File: config.mk
export PLATFORM = sky130hd
export DESIGN_NAME = lane_align_monitor
export DESIGN_NICKNAME = d
export VERILOG_FILES = /design/src/rtl/lam_pkg.sv /design/src/rtl/lam_char_restore.sv /design/src/rtl/lam_align_fsm.sv /design/src/rtl/lam_frame_conceal.sv /design/src/rtl/lane_align_monitor.sv
export SDC_FILE = /design/constraint.sdc
export NUM_CORES = 1
export LEC_CHECK = 0
export BUFFER_PORTS_ARGS = -buffer_cell sky130_fd_sc_hd__buf_2
export CAP_MARGIN = 20
export CORE_MARGIN = 2
export CORE_UTILIZATION = 35
export CTS_CLUSTER_SIZE = 10
export DETAILED_ROUTE_END_ITERATION = 7
export PLACE_DENSITY_LB_ADDON = 0.1
export SETUP_SLACK_MARGIN = 0.1
export SYNTH_ARGS = -nofsm -noshare
export SYNTH_HDL_FRONTEND = slang
export SYNTH_HIERARCHICAL = 1
export SYNTH_SLANG_ARGS = --single-unit
export TNS_END_PERCENT = 1
File: constraint.sdc
create_clock -name clk -period 1.92 [get_ports clk]
set_clock_uncertainty 0.1 [all_clocks]
set_input_delay 0.384 -clock clk [delete_from_list [all_inputs] [get_ports clk]]
set_output_delay 0.384 -clock clk [all_outputs]
set_load 0.05 [all_outputs]
File: src/rtl/lam_pkg.sv
package lam_pkg;

    // End-of-frame and end-of-multi-frame alignment control octets
    localparam logic [7:0] ALIGN_EOF  = 8'hFC;
    localparam logic [7:0] ALIGN_EOMF = 8'h7C;

    typedef enum logic [1:0] {
        ALN_OK      = 2'd0,
        ALN_SUSPECT = 2'd1,
        ALN_LOST    = 2'd2
    } aln_state_t;

    typedef enum logic {
        FR_HUNT   = 1'b0,
        FR_LOCKED = 1'b1
    } frm_state_t;

    // One classified lane symbol
    typedef struct packed {
        logic [7:0] octet;    // data after restoration
        logic       bad;      // decoder flagged an error
        logic       is_align; // octet was an alignment character
        logic       placed;   // alignment character sat on its boundary
    } lane_sym_t;

endpackage

File: src/rtl/lam_char_restore.sv
module lam_char_restore
    import lam_pkg::*;
(
    input  logic [7:0] octet_i,
    input  logic       ctrl_i,
    input  logic       disp_err_i,
    input  logic       nit_err_i,
    input  logic       frame_end_i,
    input  logic       mframe_end_i,
    input  logic [7:0] fill_i,
    output lane_sym_t  sym_o
);

    logic is_eof_char;
    logic is_eomf_char;

    always_comb begin
        is_eof_char    = ctrl_i && (octet_i == ALIGN_EOF);
        is_eomf_char   = ctrl_i && (octet_i == ALIGN_EOMF);
        sym_o.is_align = is_eof_char || is_eomf_char;
        sym_o.placed   = (is_eof_char && frame_end_i) ||
                         (is_eomf_char && mframe_end_i);
        sym_o.octet    = sym_o.is_align ? fill_i : octet_i;
        sym_o.bad      = disp_err_i || nit_err_i;
    end

endmodule

File: src/rtl/lam_align_fsm.sv
module lam_align_fsm
    import lam_pkg::*;
(
    input  logic clk,
    input  logic rst,
    input  logic is_align_i,
    input  logic placed_i,
    output logic misalign_o
);

    aln_state_t state_q;
    aln_state_t state_d;

    always_ff @(posedge clk) begin
        if (rst) begin
            state_q <= ALN_OK;
        end else begin
            state_q <= state_d;
        end
    end

    always_comb begin
        state_d = state_q;
        unique case (state_q)
            ALN_OK: begin
                if (is_align_i && !placed_i) begin
                    state_d = ALN_SUSPECT;
                end
            end
            ALN_SUSPECT: begin
                if (is_align_i) begin
                    state_d = placed_i ? ALN_OK : ALN_LOST;
                end
            end
            ALN_LOST: begin
                state_d = ALN_LOST;
            end
            default: begin
                state_d = ALN_LOST;
            end
        endcase
    end

    always_comb begin
        misalign_o = (state_q == ALN_LOST);
    end

endmodule

File: src/rtl/lam_frame_conceal.sv
module lam_frame_conceal
    import lam_pkg::*;
#(
    parameter int OCT_PER_FRM = 4
) (
    input  logic                     clk,
    input  logic                     rst,
    input  lane_sym_t                sym_i,
    input  logic                     frame_end_i,
    output logic [8*OCT_PER_FRM-1:0] frm_data_o,
    output logic                     frm_stb_o,
    output logic                     frm_err_o,
    output logic                     frm_valid_o,
    output logic [7:0]               fill_o
);

    localparam int FRM_W = 8 * OCT_PER_FRM;

    logic [FRM_W-1:0] assembled;
    logic [FRM_W-1:0] data_q;
    logic             stb_q;
    logic             err_q;
    logic             err_acc_q;
    logic             frame_bad;
    frm_state_t       state_q;
    frm_state_t       state_d;

    // Frame assembly: newest octet on top, oldest at the bottom
    generate
        if (OCT_PER_FRM == 1) begin : g_single
            always_comb begin
                assembled = sym_i.octet;
            end
        end else begin : g_shift
            logic [FRM_W-9:0] hist_q;
            always_comb begin
                assembled = {sym_i.octet, hist_q};
            end
            always_ff @(posedge clk) begin
                if (rst) begin
                    hist_q <= '0;
                end else begin
                    hist_q <= assembled[FRM_W-1:8];
                end
            end
        end
    endgenerate

    always_comb begin
        frame_bad = err_acc_q || sym_i.bad;
    end

    always_ff @(posedge clk) begin
        if (rst) begin
            data_q    <= '0;
            stb_q     <= 1'b0;
            err_q     <= 1'b0;
            err_acc_q <= 1'b0;
        end else begin
            stb_q <= frame_end_i;
            if (frame_end_i) begin
                err_q     <= frame_bad;
                err_acc_q <= 1'b0;
                if (!frame_bad) begin
                    data_q <= assembled;
                end
            end else begin
                err_acc_q <= frame_bad;
            end
        end
    end

    // Frame-lock state register
    always_ff @(posedge clk) begin
        if (rst) begin
            state_q <= FR_HUNT;
        end else begin
            state_q <= state_d;
        end
    end

    always_comb begin
        state_d = state_q;
        unique case (state_q)
            FR_HUNT: begin
                if (frame_end_i && !frame_bad) begin
                    state_d = FR_LOCKED;
                end
            end
            FR_LOCKED: begin
                state_d = FR_LOCKED;
            end
            default: begin
                state_d = FR_HUNT;
            end
        endcase
    end

    always_comb begin
        frm_data_o  = data_q;
        frm_stb_o   = stb_q;
        frm_err_o   = err_q;
        frm_valid_o = (state_q == FR_LOCKED);
        fill_o      = data_q[FRM_W-1 -: 8];
    end

endmodule

File: src/rtl/lane_align_monitor.sv
module lane_align_monitor
    import lam_pkg::*;
#(
    parameter int OCT_PER_FRM = 4
) (
    input  logic                     clk,
    input  logic                     rst,
    input  logic [7:0]               rx_octet,
    input  logic                     rx_is_ctrl,
    input  logic                     rx_disp_err,
    input  logic                     rx_nit_err,
    input  logic                     frame_end,
    input  logic                     mframe_end,
    output logic [8*OCT_PER_FRM-1:0] frm_data,
    output logic                     frm_stb,
    output logic                     frm_err,
    output logic                     frm_valid,
    output logic                     misalign
);

    lane_sym_t  sym;
    logic [7:0] fill;

    lam_char_restore u_restore (
        .octet_i      (rx_octet),
        .ctrl_i       (rx_is_ctrl),
        .disp_err_i   (rx_disp_err),
        .nit_err_i    (rx_nit_err),
        .frame_end_i  (frame_end),
        .mframe_end_i (mframe_end),
        .fill_i       (fill),
        .sym_o        (sym)
    );

    lam_align_fsm u_align (
        .clk        (clk),
        .rst        (rst),
        .is_align_i (sym.is_align),
        .placed_i   (sym.placed),
        .misalign_o (misalign)
    );

    lam_frame_conceal #(
        .OCT_PER_FRM (OCT_PER_FRM)
    ) u_conceal (
        .clk         (clk),
        .rst         (rst),
        .sym_i       (sym),
        .frame_end_i (frame_end),
        .frm_data_o  (frm_data),
        .frm_stb_o   (frm_stb),
        .frm_err_o   (frm_err),
        .frm_valid_o (frm_valid),
        .fill_o      (fill)
    );

endmodule

---- After elaboration in Yosys (flattened, before gate mapping) ----
Cells that the tools add are included.
operators by class
  equal/unequal tests ..................... 6
  multiplexer cells ....................... 7
  bitwise operators ....................... 2
  reductions and logical operators ........ 16
operators with widths
  kind                                                                   number
  8-bit by 7-bit equality test with 1-bit output, second input constant  1
  8-bit equality test, second input constant                             1
  8-bit two-way mux                                                      1
  1-bit logical AND                                                      6
  2-bit two-way mux                                                      3
  1-bit logical OR                                                       4
  2-bit by 1-bit != test with 1-bit output, second input constant        2
  2-bit one-hot mux with 2 select lines                                  1
  2-bit AND reduction                                                    2
  2-bit by 1-bit equality test with 1-bit output, second input constant  1
  2-bit equality test, second input constant                             1
  1-bit zero test                                                        2
  2-bit zero test                                                        1
  1-bit NOT                                                              2
  1-bit one-hot mux with 2 select lines                                  1
  2-bit OR reduction                                                     1
  1-bit two-way mux                                                      1
storage, ports and cells
  register bits ........................... 62

---- Logic depth before layout (Yosys ltp) ----
Gate-level depths: netlist (run 1).
  depth in word-level cells ............... 8
  mapped depth ............................ 7
  depth with buffers taken out ............ 6

---- Cells and area by module ----
The synthesis (run 1) kept the hierarchy.
modules (own cells, without submodules)
  module             times used  cells each  area an instance (µm²)
  lam_frame_conceal  1           183         2168.3
  lam_char_restore   1           16          123.9
  lam_align_fsm      1           9           88.8

---- Worst setup path after synthesis (run 1) ----
OpenSTA, ideal clock, no wires.
  kind .................................... in2reg
  start ................................... input rx_octet[2]
  end ..................................... register u_conceal.data_q[31] (netlist: u_conceal/frm_data_o[31])
  arrival ................................. 1837 ps
  data required time ...................... 1699 ps
  setup slack ............................. -138 ps
  cell stages on the path ................. 7
  path buffers ............................ 1
  cells stage by stage .................... nand4_1 > or4_1 > buf_6 > inv_2 > mux2_1 > nor2b_1 > mux2_2
RTL lines
  item                    line                     text
  start: declaration      lane_align_monitor.sv:8  input logic [7:0] rx_octet,
  end signal: assignment  lam_frame_conceal.sv:65  data_q <= assembled;
  end: declaration        lam_frame_conceal.sv:20  logic [FRM_W-1:0] data_q;

==> results of run 1 <==
==> state kept, by name, indices dropped and copies added (netlist names) <==
name	count
u_conceal/err_acc_q	1
u_conceal/g_shift.hist_q	24
u_align/state_q	2
u_conceal/frm_data_o	32
u_conceal/frm_err_o	1
u_conceal/frm_valid_o	1
u_conceal/frm_stb_o	1
==> Yosys cell counts, drive strengths merged (2+ instances only) <==
library cell	number
dfxtp	62
mux2	26
inv	3
o21a	4
nor2	4
a21o	2
a21oi	2
mux2i	9
nor3	2
buf	12
or3b	2
nand2b	16
clkbuf	7
nor2b	49
==> final cells by class <==
cell class / instances / area share [%]
Clock buffer: 12 / 4.932
Clock inverter: 4 / 0.7653
Multi-Input combinational cell: 124 / 33.72
Sequential cell: 62 / 42.18
Inverter: 3 / 0.3827
Tap cell: 80 / 3.401
Timing Repair Buffer: 69 / 14.63
==> worst max-delay path by stage <==
| stage | startpoint | to | slack [ns] | cells after the start |
|---|---|---|---|---|
| 5_1_grt | rx_octet[5] | u_conceal/frm_data_o[27] | 0.14 | 7 |
| 3_5_place_dp | rx_octet[3] | u_conceal/frm_data_o[27] | -0.25 | 7 |
| 2_1_floorplan | rx_octet[2] | u_conceal/frm_data_o[31] | -0.14 | 7 |
| 6_report | rx_octet[0] | u_conceal/frm_data_o[27] | 0.18 | 6 |
| 4_1_cts | rx_octet[3] | u_conceal/frm_data_o[27] | 0.11 | 7 |
| 3_3_place_gp | rx_octet[3] | u_conceal/frm_data_o[27] | -0.24 | 7 |
==> layer usage <==
layer	GRT usage, %	share of wire, %	up-vias
li1	-	-	789
met1	14.60	51	636
met2	16.85	41	41
met3	4.000	5.8	7
met4	7.244	1.8	0
met5	0	0	-
==> report_power, final <==
group	internal [W]	switching [W]	total, W
registers	0.00132	0.0000122	0.00133
clock network	0.000497	0.000475	0.000972
logic	0.0000960	0.000122	0.000218
total	0.00192	0.000609	0.00252
==> cell families (layout without fill, tap and decap cells) <==
| kind of cell | count (synthesis) | in the layout | synth area share, % |
|---|---|---|---|
| muxes | 35 | 35 | 17.66 |
| DFF | 62 | 62 | 52.13 |
| and+or+nand+nor | 80 | 80 | 21.02 |
| buffers and inverters | 22 | 88 | 6.359 |
| AOI/OAI and AO/OA | 9 | 9 | 2.837 |
==> worst max-delay path, stage by stage <==
cell	delay, ns
buf_2	0.10
or4_4	0.54
buf_4	0.16
mux2_4	0.28
nor2b_1	0.13
mux2_2	0.25
==> per-stage QoR <==
stage	instance area, um2	utilization (%)	power (W)	setup slack [ns]	TNS (ns)
2_1_floorplan	2381	-	0.001516	-0.1379	-0.1796
3_5_place_dp	2771	41.48	0.001585	-0.2508	-1.103
3_3_place_gp	2771	41.48	0.001585	-0.2352	-1.026
4_1_cts	2939	43.99	0.002572	0.1102	0
6_report	2943	44.04	0.002525	0.1788	0
5_1_grt	2943	44.04	0.002642	0.1421	0
==> out/qor.yml, run 1 <==
worst_setup_path:
  r2r_cells: 3
  r2r_slack_ns: 0.49
  worstSetupStartpointType: "input pin"
  critPathCaptureType: "flop"
  r2r-start: "u_conceal/err_acc_q"
  crit_required_ns: 2.04
  critPathArrivalTime_ns: 1.86
  reg2reg_to: "u_conceal/frm_data_o[21]"
  worstPathMaxFanout: 3
  crit_type: "in2reg"
place:
  portBuffers: 50
  dp_hpwl_mm: 2.717
  dp.cells: 338
  gp_congestion: 0.6586
worst_hold_path:
  holdCritStartpoint: "frame_end"
  hold_path_end: "u_conceal/err_acc_q"
  holdCritPathClass: "in2reg"
  holdPathStages: 2
sta:
  finalCriticalPeriod_ns: 1.741
  hold_viol_final: 0
  fin_hold_ws_ns: 0.1859
  tightest_slew_ns: 0.2779
  relSlewSlack_pct: 81.47
  fmax_mhz: 574.3
  final.period_utilization_pct: 90.69
  drv_slew: 0
  rsz0062_at_grt: "no"
  finalSetupViolCount: 0
route:
  routed_via_density: 4.161
  vias: 1473
  wirelength_mm: 4.002
  drt_iter0_markers: 17
  drtPass1Iterations: 4
  drc_errors: 0
  wl_per_cell_um: 11.31
  final_antenna_net_count: 0
yosys:
  synthTopCellsByArea: "dfxtp_1, nor2b_1, mux2_2"
  async_flop_share_pct: 0
  yosys_warnings: 6
  yosysSeqAreaShare_pct: 52.13
  synth_top_area_share_pct: 52.13
  synth_nets: 223
  netlist-cell-type-count: 27
  synthCells: 208
  synth_edf_count: 0
  synthFlopType: "dfxtp_1"
  synth_area_um2: 2381
  yosys_register_bits: 62
  post-synth-top-area-cell: "dfxtp_1"
  avgSynthCellArea_um2: 11.45
cells_and_area:
  final-instance-count-excl-fill: 354
  num_antenna_cells: 0
  final_cell_mix: "dfxtp_1, buf_2, nor2b_1, buf_4, nand2b_1"
  final_common_cell: "dfxtp_1"
  drive_above_1_share_pct: 41.24
  multi_input_area_um2: 992.2
  area_delta_synth_final_pct: 23.59
  seqCellArea_um2: 1241
  fin_nets: 284
  nFillCells: 675
power:
  p_leak_nw: 1.350
  power_density_nw_per_um2: 858.0
  ir_drop_uv: 311.4
job:
  drv_cap: 0
cts:
  hold_buffers: 0
  clkLatencyLatePin_ns: 0.33
  clock_tree.root_cell: "clkbuf_8"
  cts_buffers: 9
  clockBufferDepth: 2
  cts-resized-gates: 0
  numClockSinks: 62
  htree_levels: 3
  cts_tree: "yes"
  cts.clk_slew.worst_paths_ns: 0.07
  postCtsSetupRepairBufs: 0
floorplan:
  std_cell_rows: 30
  die_x_um: 86.48
  start_util_pct: 35.64
  dieArea_um2: 7479
  pin_count: 51
  design.core.area_um2: 6681
  die_h_um: 86.48
global_routing:
  grtUsageTotal_pct: 11.57
  grt_pass1_wl_mm: 6.555
  antenna_found_initial: 0
  grt_pass1_vias: 1411
  overflow: 0
  grt_max_degree: 36
run_status:
  status: "completed"
No activity file was read; power rests on OpenSTA's default activity.
==> run 2: changes to the inputs <==
--- a/config.mk
+++ b/config.mk
@@ -11,7 +11,7 @@
 export CORE_UTILIZATION = 35
 export CTS_CLUSTER_SIZE = 10
 export DETAILED_ROUTE_END_ITERATION = 7
-export PLACE_DENSITY_LB_ADDON = 0.1
+export REMOVE_ABC_BUFFERS = 1
 export SETUP_SLACK_MARGIN = 0.1
 export SYNTH_ARGS = -nofsm -noshare
 export SYNTH_HDL_FRONTEND = slang
==> run 2 against run 1 <==
Wire length is 4.4% higher. Non-clock buffer count is 1 lower. Flip-flop and latch count stayed put. Via count is 2.6% higher. Maximum frequency is 2.9% lower. Critical path depth is 1 higher. Die area stayed put. Hold slack better by 0.0068 ns. Setup slack worse by 0.053 ns. Clock-buffer cell count is 3 higher. Sequential share of layout area is 0.28 points lower. First-iteration DRC count grew to 3.4 times the previous value. Critical path type unchanged. Critical endpoint is now u_conceal/frm_data_o[31]. Largest cell class unchanged. Highest routed layer unchanged.
==> out/qor.yml, run 2 (synthesis results as in run 1) <==
cells_and_area:
  final_common_cell: "dfxtp_1"
  seqCellArea_um2: 1241  # unchanged
  largest_reg_flops: 32  # unchanged
  final_cell_mix: "dfxtp_1, nor2b_1, buf_2, buf_4, nand2b_1"
  area_delta_synth_final_pct: 24.44
  nFillCells: 677  # +0.30%
  multi_input_area_um2: 1013  # +2.1%
  drive_above_1_share_pct: 40.66  # -0.58 points
  num_antenna_cells: 0  # unchanged
  fin_nets: 283  # -0.35%
  final_area_um2: 2963  # +0.68%
cts:
  clock_tree.root_cell: "clkbuf_8"
  clockBufferDepth: 2  # unchanged
  cts_tree: "yes"
  clkLatencyLatePin_ns: 0.32  # about the same
  htree_levels: 3  # unchanged
  numClockSinks: 62  # unchanged
  cts.clk_slew.worst_paths_ns: 0.06  # about the same
  hold_buffers: 0  # unchanged
  cts_buffers: 9  # unchanged
global_routing:
  grtUsageTotal_pct: 11.79  # +0.22 points
  antenna_found_initial: 0  # unchanged
  grt_pass1_vias: 1453  # +3.0%
  overflow: 0  # unchanged
  grt_max_degree: 71  # +97%
  grt_pass1_wl_mm: 6.748  # +2.9%
sta:
  final.period_utilization_pct: 93.43  # +2.7 points
  finalCriticalPeriod_ns: 1.794  # +0.05271 ns
  hold_viol_final: 0  # unchanged
  finalSetupViolCount: 0  # unchanged
  rsz0062_at_grt: "no"
  drv_slew: 0  # unchanged
  tightest_slew_ns: 0.2837  # +0.005772 ns
  fmax_mhz: 557.4  # -2.9%
  relSlewSlack_pct: 81.09  # -0.38 points
  fin_setup_tns_ns: 0  # unchanged
  fin_hold_ws_ns: 0.1927  # +0.006787 ns
route:
  routed_via_density: 4.283  # +2.9%
  wirelength_mm: 4.180  # +4.4%
  wl_per_cell_um: 11.84  # +4.7%
  vias: 1512  # +2.6%
  drt_iter0_markers: 58  # +41
  final_antenna_net_count: 0  # unchanged
  drc_errors: 0  # unchanged
  drtPass1Iterations: 4  # unchanged
power:
  p_int_w: 0.001928  # +0.63%
  power_density_nw_per_um2: 847.8  # -1.2%
  power_w: 0.002512  # -0.52%
  p_seq_share_pct: 53.2  # +0.3 points
  p_sw_share_pct: 23.24  # -0.87 points
  ir_drop_uv: 405.1  # +30%
  p_leak_nw: 1.356  # +0.38%
  switchingPower_w: 0.0005838  # -4.1%
  power_frac_comb_pct: 8.9  # +0.3 points
  clock_power_share_pct: 37.9  # -0.6 points
floorplan:
  design.core.area_um2: 6681  # unchanged
  start_util_pct: 35.64  # unchanged
  die_x_um: 86.48  # unchanged
  die_h_um: 86.48  # unchanged
  pin_count: 51  # unchanged
  std_cell_rows: 30  # unchanged
  dieArea_um2: 7479  # unchanged
worst_hold_path:
  hold_path_end: "u_conceal/err_acc_q"
  holdPathStages: 2  # unchanged
  holdCritStartpoint: "frame_end"
  holdCritPathClass: "in2reg"
place:
  placed_cell_area_um2: 2750  # -0.77%
  dp_hpwl_mm: 2.739  # +0.79%
  gp_congestion: 0.6973  # +5.9%
  portBuffers: 50  # unchanged
worst_setup_path:
  worstPathMaxFanout: 5  # +2
  critPathArrivalTime_ns: 1.91  # +0.05 ns
  critical_path.top_delay_family: "simple AND/OR/NAND/NOR gates"
  crit_type: "in2reg"
  max_stage_delay_ns: 0.58  # +0.04 ns
  r2r_cells: 3  # unchanged
  r2r_slack_ns: 0.48  # about the same
  reg2reg_to: "u_conceal/frm_data_o[22]"
  slowest_stage: "or4_4"
  crit_buf_inv: 2  # unchanged
  crit_top_cell: "mux2_4"
  critPathCaptureType: "flop"
  crit_required_ns: 2.03  # about the same
  worstPathCellList: "buf_6 > nand4_1 > or4_4 > inv_2 > mux2_4 > nor2b_4 > mux2_4"
  r2r-start: "u_conceal/err_acc_q"
  worstSetupStartpointType: "input pin"
run_status:
  status: "completed"
job:
  drv_cap: 0  # unchanged
==> run 2: changes by cell type in the layout (fill, tap and decap cells not counted) <==
cell	previous run	this run
buf_2	50	46
clkbuf_1	2	5
buf_12	3	2
nor2b_4	0	1
buf_6	0	4
clkinvlp_4	1	0
nor2b_1	49	48
nor3b_4	0	1
clkinv_2	3	1
mux2_1	1	0
nor3b_2	1	0
mux2_2	15	14
mux2_4	10	12
==> run 2: worst reg2reg max path, stage by stage (launching register included) <==
cell and delay (ns):
dfxtp_1 0.34, or3b_1 0.38, buf_4 0.21, mux2_4 0.31
==> run 2: metrics by stage <==
stage | setup slack [ns] | std cells | util (%)
final | 0.1261 | 353 | 44.34
after global routing | 0.08018 | 353 | 44.34
after CTS | 0.1647 | 352 | 43.63
after detailed placement | -0.2615 | 336 | 41.16
after global placement | -0.2323 | 336 | 41.16
after floorplan | -0.2468 | 189 | -
==> run 2: power groups by stage <==
stage	registers (W)	clock network, W	logic, W
final	0.00134	0.000952	0.000224
after global routing	0.00134	0.00105	0.000242
after CTS	0.00134	0.000995	0.000218
after detailed placement	0.00136	0	0.000217
after global placement	0.00136	0	0.000215
after floorplan	0.00141	0	0.0000722
==> run 2: per-layer routing <==
metal	up-vias	share of wire (%)	track usage, %
met5	-	0	0
met4	0	2.7	8.097
met3	11	4.4	3.048
met2	33	45	17.27
met1	681	48	15.14
li1	787	-	-
==> run 2: how the worst max path moves through the flow <==
stage,from,endpoint,slack (ns),depth (start not counted)
finish,rx_octet[6],u_conceal/frm_data_o[31],0.13,7
global route,rx_octet[6],u_conceal/frm_data_o[31],0.08,7
detailed placement,rx_octet[3],u_conceal/frm_data_o[31],-0.26,7
CTS,rx_octet[3],u_conceal/frm_data_o[31],0.16,7
global placement,rx_octet[2],u_conceal/frm_data_o[31],-0.23,7
floorplan,rx_nit_err,u_conceal/frm_data_o[24],-0.25,3
==> run 2: final cells by class <==
cell class | count | area share, %
well taps | 80 | 3.378
clock inverters | 1 | 0.1689
multi-input cells | 124 | 34.21
inverters | 3 | 0.3801
clock buffers | 15 | 5.279
repair buffers | 68 | 14.70
flip-flops and latches | 62 | 41.89
==> run 2: repair_timing <==
action	CTS	global route
pin swaps	0	2
setup buffers	0	1
setup endpoints to repair	1	1
gates resized for setup	1	8
==> run 3: changes to the inputs <==
--- a/config.mk
+++ b/config.mk
@@ -7,10 +7,12 @@
 export LEC_CHECK = 0
 export BUFFER_PORTS_ARGS = -buffer_cell sky130_fd_sc_hd__buf_2
 export CAP_MARGIN = 20
+export CORE_ASPECT_RATIO = 1.2
 export CORE_MARGIN = 2
 export CORE_UTILIZATION = 35
 export CTS_CLUSTER_SIZE = 10
 export DETAILED_ROUTE_END_ITERATION = 7
+export GPL_TIMING_DRIVEN = 0
 export REMOVE_ABC_BUFFERS = 1
 export SETUP_SLACK_MARGIN = 0.1
 export SYNTH_ARGS = -nofsm -noshare
==> run 3 against run 2 <==
Utilization is 0.90 points higher. Die area hardly changed. Hold slack worse by 0.013 ns. Register-to-register slack worse by 0.04 ns. Maximum frequency is 0.29% lower. Sequential share of layout area is 0.14 points higher. Flip-flop and latch count stayed put. Non-clock buffer count is 13 lower. Critical endpoint is now u_conceal/frm_data_o[27].
==> out/qor.yml, run 3 (synthesis results as in run 1) <==
worst_hold_path:
  holdCritPathClass: "in2reg"
  holdPathStages: 2  # unchanged
  hold_path_end: "u_conceal/err_acc_q"
  holdCritStartpoint: "frame_end"
place:
  gp_congestion: 0.6328  # -9.2%
  post-place-ws_ns: -0.5278  # -0.2663 ns
  dp.cells: 325  # -3.3%
  dp_hpwl_mm: 2.593  # -5.3%
  portBuffers: 50  # unchanged
sta:
  final.period_utilization_pct: 93.70  # +0.27 points
  tightest_slew_ns: 0.5957  # +0.3119 ns
  rsz0062_at_grt: "yes"
  finalSetupViolCount: 0  # unchanged
  fmax_mhz: 555.8  # -0.29%
  finalCriticalPeriod_ns: 1.799  # +0.005181 ns
  drv_slew: 0  # unchanged
  fin_setup_tns_ns: 0  # unchanged
  layout_setup_ws_ns: 0.1209  # -0.005181 ns
  hold_viol_final: 0  # unchanged
  relSlewSlack_pct: 60.25  # -21 points
cells_and_area:
  final-instance-count-excl-fill: 345  # -2.3%
  final_cell_mix: "dfxtp_1, nor2b_1, buf_2, nand2b_1, mux2_2"
  largest_reg_flops: 32  # unchanged
  final_common_cell: "dfxtp_1"
  area_delta_synth_final_pct: 24.01
  nFillCells: 639  # -5.6%
  num_antenna_cells: 0  # unchanged
  final_util_pct: 45.25  # +0.90 points
  drive_above_1_share_pct: 39.23  # -1.4 points
  fin_nets: 270  # -4.6%
worst_setup_path:
  r2r_cells: 2  # -1
  worstPathMaxFanout: 5  # unchanged
  reg2reg_to: "u_conceal/frm_data_o[25]"
  crit_type: "in2reg"
  critPathCaptureType: "flop"
  crit_required_ns: 2.04  # about the same
  r2r-start: "u_conceal/err_acc_q"
  worstSetupStartpointType: "input pin"
  critPathArrivalTime_ns: 1.92  # about the same
  r2r_slack_ns: 0.44  # -0.04 ns
route:
  drt_iter0_markers: 56  # -3.4%
  final_antenna_net_count: 0  # unchanged
  drc_errors: 0  # unchanged
  routed_via_density: 4.258  # -0.59%
  drtPass1Iterations: 4  # unchanged
  wl_per_cell_um: 11.68  # -1.4%
  wirelength_mm: 4.028  # -3.6%
  vias: 1469  # -2.8%
floorplan:
  die_h_um: 94.35  # +9.1%
  pin_count: 51  # unchanged
  design.core.area_um2: 6526  # -2.3%
  std_cell_rows: 32  # +6.7%
  die_x_um: 79.30  # -8.3%
  start_util_pct: 36.48  # +0.85 points
  dieArea_um2: 7481  # about the same
cts:
  clkLatencyLatePin_ns: 0.33  # about the same
  numClockSinks: 62  # unchanged
  cts_buffers: 9  # unchanged
  cts_tree: "yes"
  clockBufferDepth: 2  # unchanged
  cts.clk_slew.worst_paths_ns: 0.07  # about the same
  clock_tree.root_cell: "clkbuf_8"
  htree_levels: 3  # unchanged
global_routing:
  overflow: 0  # unchanged
  antenna_found_initial: 0  # unchanged
  grt_pass1_wl_mm: 6.748  # unchanged
  grtUsageTotal_pct: 12.05  # +0.26 points
  grt_pass1_vias: 1422  # -2.1%
  grt_max_degree: 71  # unchanged
power:
  p_leak_nw: 1.331  # -1.8%
  ir_drop_uv: 408.7  # +0.90%
  power_density_nw_per_um2: 967.3  # +14%
run_status:
  status: "completed"
job:
  drv_cap: 0  # unchanged
## run 3: changes by cell type in the layout (fill, tap and decap cells not counted), moves of 2 or more
cell / previous run / this run
buf_4: 16 / 2
clkbuf_1: 5 / 1
bufinv_16: 0 / 2
clkbuf_8: 10 / 12
## run 3: area by class of cell
cell class	count	area, um2	area share, %
timing repair buffer	55	345.3	11.69
sequential	62	1241	42.03
tap	85	106.4	3.602
inverter	3	13.76	0.4661
clock inverter	3	65.06	2.203
multi-input combinational	124	1012	34.28
clock buffer	13	168.9	5.720
## run 3: per-stage QoR
stage	instance area [um2]	total power (W)	hold slack [ns]
global route	2953	0.002983	0.1857
floorplan	2241	0.001487	0.3059
global placement	2597	0.001552	0.3306
detailed placement	2619	0.001558	0.3320
CTS	2930	0.002902	0.1578
finish	2953	0.002856	0.1800
## run 3: report_power, final
part	leakage [nW]	internal [W]	total, W	switching, W
Combinational	0.706	0.0000853	0.000205	0.000120
Sequential	0.505	0.00132	0.00133	0.0000122
Clock	0.120	0.000836	0.00132	0.000480
Total	1.33	0.00224	0.00286	0.000612
## run 3: timing repair
action / 4_1_cts / 5_1_grt
setup endpoints to repair: 21 / 16
gates resized for setup: 10 / 1
setup buffers: 3 / 0
pin swaps: 2 / 1
hold buffers: 0 / 0
## run 3: worst max path at each step
stage / endpoint / depth (start not counted) / start
after floorplan: u_conceal/frm_data_o[24] / 3 / rx_nit_err
after global placement: u_conceal/frm_data_o[26] / 4 / rx_nit_err
after detailed placement: u_conceal/frm_data_o[31] / 7 / rx_octet[2]
after CTS: u_conceal/frm_data_o[27] / 7 / rx_octet[6]
after global routing: u_conceal/frm_data_o[27] / 7 / rx_octet[6]
final: u_conceal/frm_data_o[27] / 7 / rx_octet[6]
## run 3: worst max-delay path, cell delays in order
cell and delay [ns]:
buf_6 0.07, nand4_1 0.09, or4_4 0.54, buf_12 0.16, mux2_4 0.28, nor2b_4 0.13
mux2_4 0.27
## run 3: metal layers
metal	wire (um)	part of all wire [%]	GRT usage [%]
met1	1816	45	14.17
met5	0	0	0
met2	1895	47	18.71
met4	112	2.8	7.759
met3	204	5.1	4.111
